===== src/rtl/pipe_sram_pkg.sv =====
package pipe_sram_pkg;

  typedef enum logic [1:0] {
    OP_NONE = 2'd0,
    OP_RD   = 2'd1,
    OP_WR   = 2'd2
  } op_e;

endpackage


===== src/rtl/pipe_sram_ctrl.sv =====
module pipe_sram_ctrl
  import pipe_sram_pkg::*;
#(
  parameter int AW = 6,
  parameter int BW = 2
) (
  input  logic          clk,
  input  logic          rst,
  input  logic          step_en,
  input  logic          sel_ok,
  input  logic          ld_n,
  input  logic          wr_n,
  input  logic [AW-1:0] addr,
  output op_e           s1_op,
  output logic [AW-1:0] s1_addr
);

  logic          bst_live;
  logic          bst_wr;
  logic [AW-1:0] bst_addr;
  logic [BW-1:0] lo_nxt;
  logic [AW-1:0] adv_addr;

  // burst wraps inside an aligned group of 2**BW words
  assign lo_nxt   = bst_addr[BW-1:0] + {{(BW-1){1'b0}}, 1'b1};
  assign adv_addr = {bst_addr[AW-1:BW], lo_nxt};

  always_ff @(posedge clk) begin
    if (rst) begin
      s1_op    <= OP_NONE;
      s1_addr  <= '0;
      bst_live <= 1'b0;
      bst_wr   <= 1'b0;
      bst_addr <= '0;
    end else if (step_en) begin
      if (!ld_n) begin
        if (sel_ok) begin
          s1_op    <= wr_n ? OP_RD : OP_WR;
          s1_addr  <= addr;
          bst_live <= 1'b1;
          bst_wr   <= ~wr_n;
          bst_addr <= addr;
        end else begin
          s1_op    <= OP_NONE;
          bst_live <= 1'b0;
        end
      end else if (bst_live) begin
        s1_op    <= bst_wr ? OP_WR : OP_RD;
        s1_addr  <= adv_addr;
        bst_addr <= adv_addr;
      end else begin
        s1_op <= OP_NONE;
      end
    end
  end

endmodule


===== src/rtl/pipe_sram_lane.sv =====
module pipe_sram_lane #(
  parameter int AW = 6,
  parameter int LW = 9
) (
  input  logic          clk,
  input  logic          en,
  input  logic          we,
  input  logic          re,
  input  logic [AW-1:0] addr,
  input  logic [LW-1:0] wdata,
  output logic [LW-1:0] rdata
);

  localparam int DEPTH = 1 << AW;

  logic [LW-1:0] mem [DEPTH];

  // single-port array with registered read: maps onto block RAM
  always_ff @(posedge clk) begin
    if (en) begin
      if (we) mem[addr] <= wdata;
      if (re) rdata <= mem[addr];
    end
  end

endmodule


===== src/rtl/pipe_sram.sv =====
module pipe_sram
  import pipe_sram_pkg::*;
#(
  parameter int AW    = 6,
  parameter int LANES = 4,
  parameter int LW    = 9,
  parameter int BW    = 2
) (
  input  logic                clk,
  input  logic                rst,
  input  logic                clk_en_n,
  input  logic                sel1_n,
  input  logic                sel2,
  input  logic                sel3_n,
  input  logic                ld_n,
  input  logic                wr_n,
  input  logic [LANES-1:0]    be_n,
  input  logic [AW-1:0]       addr,
  input  logic                out_en_n,
  input  logic [LANES*LW-1:0] dq_in,
  output logic [LANES*LW-1:0] dq_out,
  output logic                dq_oe
);

  localparam int DW = LANES * LW;

  logic          step_en;
  logic          sel_ok;
  op_e           s1_op;
  logic [AW-1:0] s1_addr;
  logic          rd_go;
  logic          wr_go;
  logic          out_live;

  assign step_en = ~clk_en_n;
  assign sel_ok  = ~sel1_n & sel2 & ~sel3_n;
  assign rd_go   = step_en & (s1_op == OP_RD);
  assign wr_go   = step_en & (s1_op == OP_WR);

  pipe_sram_ctrl #(.AW(AW), .BW(BW)) u_ctrl (
    .clk     (clk),
    .rst     (rst),
    .step_en (step_en),
    .sel_ok  (sel_ok),
    .ld_n    (ld_n),
    .wr_n    (wr_n),
    .addr    (addr),
    .s1_op   (s1_op),
    .s1_addr (s1_addr)
  );

  for (genvar i = 0; i < LANES; i++) begin : g_lane
    pipe_sram_lane #(.AW(AW), .LW(LW)) u_lane (
      .clk   (clk),
      .en    (step_en),
      .we    (wr_go & ~be_n[i]),
      .re    (rd_go),
      .addr  (s1_addr),
      .wdata (dq_in[i*LW +: LW]),
      .rdata (dq_out[i*LW +: LW])
    );
  end

  // output stage tracks whether the word in the output register is a read result
  always_ff @(posedge clk) begin
    if (rst) out_live <= 1'b0;
    else if (step_en) out_live <= (s1_op == OP_RD);
  end

  assign dq_oe = out_live & ~out_en_n;

endmodule


===== config.mk =====
export PLATFORM = sky130hd
export DESIGN_NAME = pipe_sram
export DESIGN_NICKNAME = d
export VERILOG_FILES = /design/src/rtl/pipe_sram_pkg.sv /design/src/rtl/pipe_sram_ctrl.sv /design/src/rtl/pipe_sram_lane.sv /design/src/rtl/pipe_sram.sv
export SDC_FILE = /design/constraint.sdc
export NUM_CORES = 2
export LEC_CHECK = 0
export ABC_CLOCK_PERIOD_IN_PS = 5800
export BUFFER_PORTS_ARGS = -buffer_cell sky130_fd_sc_hd__buf_2
export CAP_MARGIN = 20
export CORE_ASPECT_RATIO = 1.75
export CORE_MARGIN = 8
export CORE_UTILIZATION = 35
export DETAILED_ROUTE_END_ITERATION = 8
export SETUP_SLACK_MARGIN = 0.1
export SLEW_MARGIN = 20
export SYNTH_ARGS = -nofsm -noshare
export SYNTH_HDL_FRONTEND = slang
export SYNTH_HIERARCHICAL = 1
export SYNTH_SLANG_ARGS = --single-unit

===== constraint.sdc =====
create_clock -name clk -period 5.8 [get_ports clk]
set_clock_uncertainty 0.2 [all_clocks]
set_input_delay 0.29 -clock clk [delete_from_list [all_inputs] [get_ports clk]]
set_output_delay 0.29 -clock clk [all_outputs]
set_load 0.02 [all_outputs]

==> reports/qor.yml <==
status:
  status: "complete, no violations"
place:
  hpwl_um: 172000
  io_buffer_count: 91
  globalplace.congestion: 0.928
setup_path:
  arrival_ns: 4.87
  cp-end-kind: "flop"
  cp_max_fo: 45
  path_cells: "buf_12 > buf_4 > nor2b_1 > a22oi_1 > o221ai_1 > nor2_1 > nor3_1 > or4_1"
  critPathKind: "flop to flop"
  worstPathRequired_ns: 6.32
  critical-path-top-delay-family: "simple AND/OR/NAND/NOR gates"
  crit_buf_inv: 2
  worst_path_max_delay_cell: "nor2b_1"
  cp-start-kind: "flop"
  critPathMaxStageDelay_ns: 0.91
clock_network:
  path_clk_slew_ns: 0.07
  cts_sinks: 2355
  cts_buffers: 200
  cts_resized: 0
  cts_buffer_depth: 4
  cts.htree.levels: 4
  cts_tree: "done"
  clk_latency_ns: 0.85
  root_buffer: "clkbuf_16"
floorplan:
  die-area_um2: 279000
  die_h_um: 692
  die_w_um: 402
  rows: 248
  coreArea_um2: 260000
  ios: 92
  start_util_pct: 35.1
grt:
  antenna_found_initial: 12
  gr-usage-all-layers_pct: 18.9
  grt_max_degree: 97
  grt_pass1_wl_um: 390000
  grt_overflow: 0
  grt_pass1_vias: 52500
drt:
  vias: 52400
  drc: 0
  wl_per_cell_um: 30.8
  postRouteAntennaNets: 0
  via_per_inst: 5.90
  finalWirelength_um: 274000
  first_pass_iters: 7
  first_iter_violations: 6334
sta:
  period_share_pct: 75.1
  tns_ns: 0
  relSlewSlack_pct: 17.5
  fmax_ghz: 0.230
  worst_slew_pin_slew_ns: 1.23
  post-route-min-period_ns: 4.36
  hold_violations: 0
  maxSlewViolCount: 0
  grt_setup_unrepaired: "no"
  setup_viol: 0
finish:
  nets: 5404
  multiInputGateArea_um2: 19000
  fin_util_pct: 39.4
  drive_gt1_share_pct: 14.0
  register_area_um2: 70600
  area_growth_pct: 12.1
  n_fill_cell: 23400
yosys:
  ys_seq_area_share_pct: 77.2
  netlist.area_leader.share_pct: 76.8
  syn_area_per_cell_um2: 17.5
  ys_seq_elements: 2355
  ys_top_cells_by_area: "edfxtp_1 (77%), a22oi_1 (2.8%), mux4_2 (2.6%), a221oi_1 (2.5%), mux2i_1 (2.1%)"
  async_reset_ff_share_pct: 0
  yosysWarnings: 6
  syn_nets: 5284
  synthCells: 5229
  synth_edf_count: 2340
  synth_largest_area_cell: "edfxtp_1"
  synth.distinct_cells: 63
  yosys_most_used_dff: "edfxtp_1"
  synth_area_um2: 91400
power_and_ir_drop:
  irDropWorstVdd_uv: 251
  cellPowerDensity_nw_per_um2: 322
  power.leakage_uw: 0.0309
job:
  drv_cap: 0
min_path:
  hp-class: "primary input to flop"
[worst reg2reg max path: stages, from the launching register on]
cell	delay, ns
dfxtp_4	0.74
buf_12	0.42
buf_4	0.39
nor2b_1	0.92
a22oi_1	0.21
o221ai_1	0.21
nor2_1	0.10
nor3_1	0.81
or4_1	0.22
[power by group]
part / internal, µW / leakage (µW) / switching, µW
Clock: 7220 / 0.00308 / 6080
Sequential: 18700 / 0.0211 / 12.7
Combinational: 264 / 0.00664 / 762
[synthesized netlist by cell type (9+ instances only)]
library cell and count:
edfxtp_1 2340, nor2_1 374, a22oi_1 340, a221oi_1 256
mux2i_1 193, buf_2 153, clkbuf_1 143, nand2_1 130
a21oi_1 123, o22ai_1 116, mux4_2 104, o21ai_0 81
mux2_2 77, a22o_1 68, o221ai_1 65, o211ai_1 49
nor2b_1 45, a221o_1 40, buf_4 35, nand3_1 32
o21ai_1 32, o22a_1 32, a211oi_1 29, a31oi_1 29
buf_6 28, mux2_1 28, buf_1 24, or4_1 21
nor3_1 20, or3_1 20, nand2b_1 16, dfxtp_1 15
a311oi_1 12, a32oi_1 12, and2_1 12, or2_2 12
nand3b_1 9
[area by class of cell]
class,instances,area share (%)
Timing Repair Buffer,301,2.27
Multi-Input combinational cell,2476,18.5
Clock inverter,120,1.00
Tap cell,3375,4.12
Sequential cell,2355,68.9
Antenna cell,4,0.00977
Clock buffer,239,5.13
Inverter,15,0.0549
[cells by family after synthesis]
kind of cell           share of synthesized area (%)
AO/OA/AOI/OAI                                   11.0
buffers and inverters                           2.22
flip-flops                                      77.2
multiplexers                                    5.97
AND/OR/NAND/NOR                                 3.65
[cell usage in the layout (no fill, tap or decap), drive strengths merged, types with 21 or more instances in the layout]
cell type	synthesis	layout
or4	21	21
o21ai	113	113
dlygate4sd3	0	61
mux4	104	104
clkinv	0	92
buf	240	240
a211oi	29	29
a221oi	256	256
nand2	130	130
a22o	68	68
nor2	382	382
o22ai	116	116
a31oi	29	29
clkbuf	143	239
nor2b	45	45
a22oi	340	340
mux2i	193	193
nand3	32	32
o22a	32	32
edfxtp	2340	2340
a221o	40	40
mux2	105	105
o211ai	49	49
o221ai	65	65
a21oi	123	123
[layer usage]
metal	wire length, µm	part of all wire, %	global-route usage (%)
met1	94200	34	21.4
met2	140000	51	33.6
met3	19500	7.1	2.64
met4	20000	7.3	11.3
met5	65	0.024	0
[registers in the layout, indices dropped and copies added, names as in the netlist]
register / cells
out_live: 1
u_ctrl/s1_op: 2
g_lane.u_lane/mem: 2304
u_ctrl/s1_addr: 6
u_ctrl/bst_addr: 4
u_ctrl/bst_live: 1
g_lane.u_lane/rdata: 36
u_ctrl/bst_wr: 1
[path summary, 6_finish.rpt]
kind | slack [ns] | from | end | cells past startpoint
setup / recovery | 1.44 | u_ctrl/s1_addr[2] | g_lane[0].u_lane/rdata[2] | 8
hold / removal | 0.1 | sel3_n | u_ctrl/s1_addr[0] | 5
setup reg to reg | 1.44 | u_ctrl/s1_addr[2] | g_lane[0].u_lane/rdata[2] | 8
hold reg to reg | 0.33 | u_ctrl/bst_live | u_ctrl/bst_live | 2
[metrics by stage]
stage	area, µm²	power (µW)	setup WS, ns	std cells	hold slack, ns
global placement	95500	20100	1.66	8456	0.242
global route	102000	33800	1.28	8883	0.143
floorplan	91400	19500	3.10	5229	0.162
CTS	102000	33200	1.62	8879	0.0354
detailed placement	95600	20100	1.66	8459	0.257
finish	102000	33000	1.44	8885	0.0981
[what timing repair did]
| item | CTS | global route |
|---|---|---|
| setup endpoints to repair | 0 | 0 |
| setup buffers | 0 | 0 |
| hold buffers | 61 | 0 |
| hold endpoints to repair | 2205 | 0 |
Note: power is estimated with default switching activity, not from simulation.
